===== src/rtl/fpsr_pkg.sv =====
package fpsr_pkg;
   localparam int REG_W = 32;

   // item kinds on in_kind
   localparam logic [2:0] K_OP   = 3'd0;
   localparam logic [2:0] K_SETB = 3'd1;
   localparam logic [2:0] K_CLRB = 3'd2;
   localparam logic [2:0] K_FLDI = 3'd3;
   localparam logic [2:0] K_FLDM = 3'd4;
   localparam logic [2:0] K_TOCR = 3'd5;

   // bit positions, LSB numbering
   localparam int POS_FX     = 31;
   localparam int POS_FEX    = 30;
   localparam int POS_VX     = 29;
   localparam int FPCC_LO    = 12;
   localparam int EN_SHIFT   = 22;

   localparam logic [REG_W-1:0] INV_MASK    = 32'h01F8_0700;
   localparam logic [REG_W-1:0] STICKY_MASK = 32'h1FF8_0700;
   localparam logic [REG_W-1:0] EXC_MASK    = 32'h3FF8_0700;
   localparam logic [REG_W-1:0] CLRCP_MASK  = 32'h9FF8_0700;
   localparam logic [REG_W-1:0] SUMM_MASK   = 32'h6000_0000;
   localparam logic [REG_W-1:0] FLAG_GROUP  = 32'h3E00_0000;
   localparam logic [REG_W-1:0] EN_GROUP    = 32'h0000_00F8;
   localparam logic [REG_W-1:0] FPCC_MASK   = 32'h0000_F000;
endpackage


===== src/rtl/fpsr_cmd_exec.sv =====
module fpsr_cmd_exec
   import fpsr_pkg::*;
#(
   parameter int FIELD_W    = 4,
   parameter int NUM_FIELDS = 8,
   parameter int REC_FIELD  = 1,
   localparam int WIDTH     = FIELD_W * NUM_FIELDS,
   localparam int BIT_W     = $clog2(WIDTH),
   localparam int FLD_W     = $clog2(NUM_FIELDS)
) (
   input  logic [WIDTH-1:0]   cur,
   input  logic [2:0]         kind,
   input  logic [WIDTH-1:0]   op_flags,
   input  logic [FIELD_W-1:0] op_fpcc,
   input  logic               op_record,
   input  logic               op_compare,
   input  logic [BIT_W-1:0]   cmd_bit,
   input  logic [FLD_W-1:0]   cmd_field,
   input  logic [FIELD_W-1:0] cmd_imm,
   input  logic [NUM_FIELDS-1:0] cmd_mask,
   input  logic [WIDTH-1:0]   cmd_src,
   input  logic [FLD_W-1:0]   cr_target,
   output logic [WIDTH-1:0]   base,
   output logic               fx_arm,
   output logic               accept,
   output logic               crw,
   output logic               rec_sel,
   output logic [FLD_W-1:0]   crf,
   output logic [FIELD_W-1:0] crd
);
   localparam logic [WIDTH-1:0] TOP_BIT = {1'b1, {(WIDTH-1){1'b0}}};
   localparam logic [WIDTH-1:0] LOW_NIB = {{(WIDTH-FIELD_W){1'b0}}, {FIELD_W{1'b1}}};

   logic [WIDTH-1:0] bit_m;
   logic [WIDTH-1:0] nib_m;
   logic [WIDTH-1:0] fld_m;
   logic [BIT_W-1:0] nib_sh;
   logic [WIDTH-1:0] nib_val;

   // expand the per-nibble write mask
   for (genvar i = 0; i < NUM_FIELDS; i++) begin : g_mexp
      assign fld_m[i*FIELD_W +: FIELD_W] = {FIELD_W{cmd_mask[i]}};
   end

   always_comb begin
      bit_m   = TOP_BIT >> cmd_bit;
      nib_sh  = BIT_W'(WIDTH - FIELD_W) - BIT_W'(FIELD_W) * BIT_W'(cmd_field);
      nib_m   = LOW_NIB << nib_sh;
      nib_val = cur >> nib_sh;
   end

   always_comb begin
      base    = cur;
      fx_arm  = 1'b0;
      accept  = 1'b1;
      crw     = 1'b0;
      rec_sel = 1'b0;
      crf     = '0;
      crd     = '0;
      case (kind)
         K_OP: begin
            base   = (cur & ~FPCC_MASK) | (op_flags & STICKY_MASK)
                     | (WIDTH'(op_fpcc) << FPCC_LO);
            fx_arm = 1'b1;
            if (op_compare) begin
               crw = 1'b1;
               crf = cr_target;
               crd = op_fpcc;
            end else if (op_record) begin
               crw     = 1'b1;
               rec_sel = 1'b1;
               crf     = FLD_W'(REC_FIELD);
            end
         end
         K_SETB: begin
            base   = cur | bit_m;
            fx_arm = 1'b1;
         end
         K_CLRB: base = cur & ~bit_m;
         K_FLDI: base = (cur & ~nib_m) | ((WIDTH'(cmd_imm) << nib_sh) & nib_m);
         K_FLDM: base = (cur & ~fld_m) | (cmd_src & fld_m);
         K_TOCR: begin
            base = cur & ~(nib_m & CLRCP_MASK);
            crw  = 1'b1;
            crf  = cr_target;
            crd  = nib_val[FIELD_W-1:0];
         end
         default: accept = 1'b0;
      endcase
   end
endmodule


===== src/rtl/fpsr_summary.sv =====
module fpsr_summary
   import fpsr_pkg::*;
#(
   parameter int WIDTH = 32
) (
   input  logic [WIDTH-1:0] base,
   input  logic [WIDTH-1:0] prev,
   input  logic             fx_arm,
   output logic [WIDTH-1:0] word
);
   logic [WIDTH-1:0] clean;
   logic [WIDTH-1:0] with_vx;
   logic             vx_n;
   logic             fex_n;
   logic             fx_n;

   always_comb begin
      clean   = base & ~SUMM_MASK;
      vx_n    = |(clean & INV_MASK);
      with_vx = clean;
      with_vx[POS_VX] = vx_n;
      // enables shifted up line up with the flags they govern
      fex_n   = |((with_vx & FLAG_GROUP) & ((with_vx & EN_GROUP) << EN_SHIFT));
      fx_n    = with_vx[POS_FX] | (fx_arm & (|((with_vx ^ prev) & EXC_MASK)));
      word    = with_vx;
      word[POS_FEX] = fex_n;
      word[POS_FX]  = fx_n;
   end
endmodule


===== src/rtl/fpsr_unit.sv =====
module fpsr_unit
   import fpsr_pkg::*;
#(
   parameter int FIELD_W    = 4,
   parameter int NUM_FIELDS = 8,
   parameter int REC_FIELD  = 1,
   localparam int WIDTH     = FIELD_W * NUM_FIELDS,
   localparam int BIT_W     = $clog2(WIDTH),
   localparam int FLD_W     = $clog2(NUM_FIELDS)
) (
   input  logic                  clk,
   input  logic                  rst_n,
   input  logic                  in_valid,
   input  logic [2:0]            in_kind,
   input  logic [WIDTH-1:0]      op_flags,
   input  logic [FIELD_W-1:0]    op_fpcc,
   input  logic                  op_record,
   input  logic                  op_compare,
   input  logic [BIT_W-1:0]      cmd_bit,
   input  logic [FLD_W-1:0]      cmd_field,
   input  logic [FIELD_W-1:0]    cmd_imm,
   input  logic [NUM_FIELDS-1:0] cmd_mask,
   input  logic [WIDTH-1:0]      cmd_src,
   input  logic [FLD_W-1:0]      cr_target,
   output logic [WIDTH-1:0]      fpsr_q,
   output logic                  trap_req,
   output logic                  cr_we,
   output logic [FLD_W-1:0]      cr_field,
   output logic [FIELD_W-1:0]    cr_data
);
   // bit positions in the package assume the standard word shape
   if (WIDTH != REG_W || FIELD_W != 4) begin : g_bad_shape
      $error("fpsr_unit: word must be 32 bits of 4-bit fields");
   end
   if (REC_FIELD < 0 || REC_FIELD >= NUM_FIELDS) begin : g_bad_rec
      $error("fpsr_unit: record field out of range");
   end

   logic [WIDTH-1:0]   base;
   logic [WIDTH-1:0]   word_n;
   logic               fx_arm;
   logic               accept;
   logic               crw_n;
   logic               rec_sel;
   logic [FLD_W-1:0]   crf_n;
   logic [FIELD_W-1:0] crd_n;
   logic               take;

   fpsr_cmd_exec #(
      .FIELD_W(FIELD_W), .NUM_FIELDS(NUM_FIELDS), .REC_FIELD(REC_FIELD)
   ) u_exec (
      .cur(fpsr_q), .kind(in_kind), .op_flags(op_flags), .op_fpcc(op_fpcc),
      .op_record(op_record), .op_compare(op_compare), .cmd_bit(cmd_bit),
      .cmd_field(cmd_field), .cmd_imm(cmd_imm), .cmd_mask(cmd_mask),
      .cmd_src(cmd_src), .cr_target(cr_target), .base(base), .fx_arm(fx_arm),
      .accept(accept), .crw(crw_n), .rec_sel(rec_sel), .crf(crf_n), .crd(crd_n)
   );

   fpsr_summary #(.WIDTH(WIDTH)) u_sum (
      .base(base), .prev(fpsr_q), .fx_arm(fx_arm), .word(word_n)
   );

   assign take = in_valid & accept;

   always_ff @(posedge clk or negedge rst_n) begin
      if (!rst_n) begin
         fpsr_q   <= '0;
         trap_req <= 1'b0;
         cr_we    <= 1'b0;
         cr_field <= '0;
         cr_data  <= '0;
      end else begin
         trap_req <= take & word_n[POS_FEX];
         cr_we    <= take & crw_n;
         if (take) begin
            fpsr_q <= word_n;
         end
         if (take && crw_n) begin
            cr_field <= crf_n;
            cr_data  <= rec_sel ? word_n[WIDTH-1 -: FIELD_W] : crd_n;
         end
      end
   end
endmodule


===== config.mk =====
export PLATFORM = sky130hd
export DESIGN_NAME = fpsr_unit
export DESIGN_NICKNAME = d
export VERILOG_FILES = /design/src/rtl/fpsr_pkg.sv /design/src/rtl/fpsr_cmd_exec.sv /design/src/rtl/fpsr_summary.sv /design/src/rtl/fpsr_unit.sv
export SDC_FILE = /design/constraint.sdc
export NUM_CORES = 1
export LEC_CHECK = 0
export ABC_AREA = 1
export BUFFER_PORTS_ARGS = -buffer_cell sky130_fd_sc_hd__clkbuf_2
export CORE_MARGIN = 3
export CORE_UTILIZATION = 48
export DETAILED_ROUTE_END_ITERATION = 8
export PLACE_DENSITY = 0.75
export SLEW_MARGIN = 20
export SYNTH_ARGS = -nofsm -noshare
export SYNTH_HDL_FRONTEND = slang
export SYNTH_SLANG_ARGS = --single-unit

===== constraint.sdc =====
create_clock -name clk -period 1.9 [get_ports clk]
set_clock_uncertainty 0.2 [all_clocks]
set_input_delay 0.095 -clock clk [delete_from_list [all_inputs] [get_ports clk]]
set_output_delay 0.095 -clock clk [all_outputs]
set_load 0.02 [all_outputs]

---- After elaboration in Yosys (flattened, before gate mapping) ----
Cells that the tools add are included.
word-level totals
  output and inout port bits .............. 41
  latch bits .............................. 0
  memory bits (writable) .................. 0
  ROM bits ................................ 0
  memories ................................ 0
  bits of input ports ..................... 99
  logic and storage cells ................. 58
  flip-flop bits (word level) ............. 41
operators by class
  bitwise gates (word level) .............. 22
  $mul .................................... 0
  equality and inequality tests ........... 5
  order comparisons ....................... 0
  shift-type cells ........................ 4
  reductions and logical operators ........ 7
  mux-type cells .......................... 14
  add/sub/neg operators ................... 1
  divide/modulo/power cells ............... 0
operators by type and width
  operator                                             count
  AND 32 bit                                           6
  case mux 32 bit (6 select lines)                     1
  inverter 32 bit                                      4
  OR 32 bit                                            3
  OR 32 x 16 -> 32 bit                                 1
  OR 32 x 29 -> 32 bit                                 1
  OR reduction 32 bit                                  1
  left shift 4 x 5 -> 32 bit                           1
  left shift 4 x 5 -> 32 bit, first input constant     1
  >> shifter 32 x 5 -> 32 bit, first input constant    1
  >> shifter 32 x 5 -> 4 bit                           1
  AND 30 bit                                           1
  XOR 30 bit                                           1
  OR reduction 14 bit                                  1
  OR reduction 9 bit                                   1
  2-to-1 mux 4 bit                                     2
  case mux 4 bit (2 select lines)                      1
  2-to-1 mux 1 bit                                     7
  equality test 3 x 2 -> 1 bit, second input constant  2
  equality test 3 bit, second input constant           2
  case mux 3 bit (2 select lines)                      1
  OR reduction 6 bit                                   1
  subtractor 5 bit, first input constant               1
  AND 1 bit                                            4
  7 further kinds                                      7

---- Longest topological paths before layout ----
  word-level depth ........................ 12
  mapped depth ............................ 21
  mapped depth without buffers ............ 20

---- Modules after synthesis ----
Synthesis repeated with hierarchy kept, for this count alone.
unflattened totals
  cell total of the unflattened synthesis .. 920
  area total of the unflattened synthesis .. 4882.2 µm²
by module, submodules not included
  module         seq. area each (µm²)  instances  cells an instance  area an instance (µm²)
  fpsr_cmd_exec  0.0                   1          613                2598.7
  fpsr_unit      1026.0                1          187                1685.4
  fpsr_summary   0.0                   1          120                598.1

---- Worst setup path before layout ----
OpenSTA, ideal clock, no wires.
  kind .................................... flip-flop to flip-flop
  start ................................... reg fpsr_q[8]
  end ..................................... reg cr_data[3]
  required time ........................... 1.635 ns
  clock period less this slack ............ 2.117 ns
  path buffers ............................ 0
  library setup time ...................... 0.065 ns
  cell stages (with the launch flop) ...... 16
  data arrival time ....................... 1.852 ns
  path slack .............................. -0.217 ns
  cells stage by stage .................... dfrtp_1 -> or2_2 -> nand3_1 -> a21boi_1 -> nand2_1 -> nor2_1 -> nand2_1 -> nor2_2 -> nand3_2 -> nand2_1 -> nand2_1 -> nand2_1 -> nand2_1 -> nand3_1 -> nand2_1 -> nand2_1
between the ends
  word-level cells in the longest chain between the ends .. 9
  elaborated cells on any way between the ends .. 18
  those cells by class .................... 1 x shift; 3 x mux; 12 x bitwise; 2 x reduce/logical
RTL lines
  what                                RTL line             text
  from (decl)                         fpsr_unit.sv:25      output logic [WIDTH-1:0] fpsr_q,
  from (signal assigned)              fpsr_unit.sv:76      fpsr_q <= word_n;
  AND 32 bit (tied with other cells)  fpsr_cmd_exec.sv:81  K_FLDM: base = (cur & ~fld_m) | (cmd_src & fld_m);
  OR 32 bit (tied with other cells)   fpsr_cmd_exec.sv:81
  case mux 32 bit (6 select lines)    fpsr_cmd_exec.sv:60  case (kind)
  OR reduction 9 bit                  fpsr_summary.sv:19   vx_n = |(clean & INV_MASK);
  XOR 30 bit                          fpsr_summary.sv:24   fx_n = with_vx[POS_FX] | (fx_arm & (|((with_vx ^ prev) & EXC_MASK)));
  OR reduction 14 bit                 fpsr_summary.sv:24
  AND 1 bit                           fpsr_summary.sv:24
  OR 1 bit                            fpsr_summary.sv:24
  2-to-1 mux 4 bit (*)                fpsr_unit.sv:80      cr_data <= rec_sel ? word_n[WIDTH-1 -: FIELD_W] : crd_n;
  to (signal assigned)                fpsr_unit.sv:80
  to (decl)                           fpsr_unit.sv:29      output logic [FIELD_W-1:0] cr_data
Every way passes the cells marked *; elsewhere a longest branch is shown, timed or not.
A chain may end at the register's enable or synchronous reset.

---- Worst setup path after layout ----
  start ................................... reg fpsr_q[19]
  end ..................................... reg cr_data[3]
Same word-level chain as after synthesis.

==> flow_metrics.env <==
export IMPL_drv_cap=0
export IMPL_synth_avg_cell_area_um2=5.99
export IMPL_synth_edf_count=0
export IMPL_drv_slew=0
export IMPL_rsz0062_at_grt="yes"
export IMPL_drt_iter0_markers=724
export IMPL_synth_cell_type_count=45
export IMPL_intPower_mw=2.38
export IMPL_gr_total_overflow=0
export IMPL_io_pins=140
export IMPL_start_util_pct=49.8
export IMPL_synth_fp_nets=871
export IMPL_yosysSeqAreaShare_pct=22.2
export IMPL_synthTopCellsByArea="dfrtp_1, nand2_1, o21ai_0"
export IMPL_synth_common_cells="nand2_1, nor2_1, o21ai_0"
export IMPL_port_buffers=118
export IMPL_n_antenna_cell=0
export IMPL_totalWireLength_mm=21.9
export IMPL_grt_max_degree=31
export IMPL_drc=0
export IMPL_drtAntennaViolNets=0
export IMPL_start_kind="flop"
export IMPL_min_path_type="input pin to flop"
export IMPL_final_nets=1161
export IMPL_synth_ff_type="dfrtp_1"
export IMPL_clock_root_buffer="clkbuf_8"
export IMPL_worst_slack_ns=-0.339
export IMPL_placedCellCount=1165
export IMPL_grt_usage_pct=39.6
export IMPL_power_frac_comb_pct=53.9
export IMPL_leakagePower_nw=3.64
export IMPL_power_frac_clock_pct=18.6
export IMPL_clock_path_buffers=2
export IMPL_slew_headroom_pct=58.4
export IMPL_syn_inst=772
export IMPL_power_switching_mw=1.94
export IMPL_synth_most_common_cell="nand2_1"
export IMPL_hold_viol=0
export IMPL_cts_buffers_inserted=5
export IMPL_power_mw=4.32
export IMPL_critPathKind="flop to flop"
export IMPL_n_fill_cell=821
export IMPL_power_frac_seq_pct=27.5
export IMPL_setup_viol=8
export IMPL_die_area_um2=10800
export IMPL_grt_pass1_vias=6622
export IMPL_drt_first_pass_iters=8
export IMPL_cts_tree="yes"
export IMPL_synth_top_area_share_pct=22.2
export IMPL_violations="negative setup slack"
export IMPL_grt_pass1_wl_mm=34.4
export IMPL_fmax_mhz=447
export IMPL_final_period_minus_worst_setup_slack_ns=2.24
export IMPL_viasPerCell=5.77
export IMPL_die_x_um=104
export IMPL_yosysTopAreaCell="dfrtp_1"
export IMPL_worst_slew_pin_slew_ns=0.619
export IMPL_peakVddDrop_mv=0.427
export IMPL_end_kind="flop"
export IMPL_cts_max_level=2
export IMPL_required_ns=1.96
export IMPL_cp_data_arrival_time_ns=2.30
export IMPL_insertion_delay_ns=0.31
export IMPL_rows=35
export IMPL_ys_warn_count=0
export IMPL_ys_seq_elements=41
export IMPL_dp_hpwl_mm=17.2
export IMPL_async_flop_share_pct=100
export IMPL_switching_share_pct=44.8
export IMPL_antenna_found_initial=0
export IMPL_gp_congestion=1.10
export IMPL_crit_fanout=6
export IMPL_drt_wirelength_per_cell_um=18.4
export IMPL_period_share_pct=118
export IMPL_die_h_um=104
export IMPL_drive_gt1_share_pct=37.8
export IMPL_status="complete, but fails checks"
export IMPL_cts_sinks=41
export IMPL_vias=6874
export IMPL_fin_cells=1192
export IMPL_fin_util_pct=74.6
export IMPL_coreArea_um2=9280
export IMPL_synth_area_um2=4620
export IMPL_clk_pin_slew_ns=0.10
export IMPL_power_density_cell_area_nw_per_um2=624
export IMPL_area_growth_pct=49.8
-- layout make-up --
cell class                 instances  area, um^2  area share [%]
multi-input combinational        626        3210            46.4
tap                              129         161            2.33
sequential                        41        1030            14.9
clock buffer                       5        68.8           0.994
timing repair buffer             313        2110            30.5
clock inverter                     3        43.8           0.633
inverter                          75         292            4.21
-- worst paths after layout --
kind                             start           to  slack, ns  cells past startpoint
max                         fpsr_q[19]   cr_data[3]      -0.34                     17
min                         op_fpcc[3]         flop       0.02                      5
max in group asynchronous        rst_n   cr_data[2]       0.84                      3
min reg2reg                cr_field[2]  cr_field[2]       0.30                      2
max reg2reg                 fpsr_q[19]   cr_data[3]      -0.34                     17
min in group asynchronous        rst_n   fpsr_q[23]       0.10                      2
-- power groups by stage --
| stage | Combinational [mW] | Clock (mW) | Sequential [mW] |
|---|---|---|---|
| after floorplan | 0.896 | 0 | 1.37 |
| after global placement | 2.12 | 0 | 1.19 |
| after detailed placement | 2.15 | 0 | 1.19 |
| after CTS | 2.19 | 0.793 | 1.18 |
| after global routing | 2.50 | 0.838 | 1.21 |
| final | 2.33 | 0.804 | 1.19 |
-- worst max-delay path, stage by stage, from the launching register on --
cell,delay [ns]
dfrtp_2,0.45
inv_4,0.09
nand2_2,0.06
nand3_2,0.07
nand2_1,0.06
nor2_2,0.17
nand2_2,0.10
nor2_1,0.13
nand2_1,0.08
nor2_2,0.16
nand3_2,0.17
nand2_1,0.09
nand2_1,0.05
nand2_1,0.06
nand2_1,0.07
nand3_1,0.07
nand2_1,0.05
nand2_1,0.06
-- metal layers --
| metal | up-vias | global-route usage (%) | part of all wire [%] |
|---|---|---|---|
| met1 | 3045 | 50.6 | 36 |
| met3 | 100 | 5.46 | 12 |
| li1 | 3196 | - | - |
| met4 | 0 | 20.3 | 5.8 |
| met2 | 533 | 65.3 | 46 |
| met5 | - | 0 | 0 |
-- layout by cell type, fill, tap and decap left out, types with 4 or more instances in the layout --
master	instances
inv_1	55
dlygate4sd3_1	12
clkbuf_2	118
nor4_1	4
buf_4	180
a221oi_1	6
a21oi_1	39
dfrtp_1	34
a21oi_2	5
a41o_1	6
nand2_2	11
o211ai_1	7
nand4_1	21
o221ai_1	7
nand3_1	59
inv_2	13
nand2_1	216
nor3_1	8
dfrtp_2	7
nor2_2	20
nor2_1	75
o21ai_1	6
clkbuf_8	5
o21ai_0	79
nor2_4	5
nand3_2	18
inv_4	4
-- metrics by stage --
stage / TNS, ns / setup WS, ns / area [um^2] / hold slack [ns]
floorplan: -0.188 / -0.0498 / 4640 / -0.401
global placement: -3.09 / -0.442 / 6530 / -0.106
detailed placement: -3.42 / -0.479 / 6530 / -0.0928
CTS: -1.66 / -0.289 / 6790 / 0.0138
global route: -2.66 / -0.417 / 6920 / 0.0504
finish: -1.91 / -0.339 / 6920 / 0.0168
-- logic make-up after synthesis --
logic type,Yosys count,share of synthesized area (%)
buffers and inverters,105,10.6
AOI/OAI and AO/OA,177,22.9
DFF,41,22.2
xor gates and xnor gates,1,0.190
and+or+nand+nor,446,43.7
muxes,2,0.433
-- timing repair --
action	CTS	global route
endpoints found under the setup margin	8	8
gates resized for setup	6	32
cloned	0	0
endpoints found under the hold margin	52	0
buffers inserted	1	6
pin swaps	5	25
hold buffers	12	0
Power figures use the tool's default switching activity.
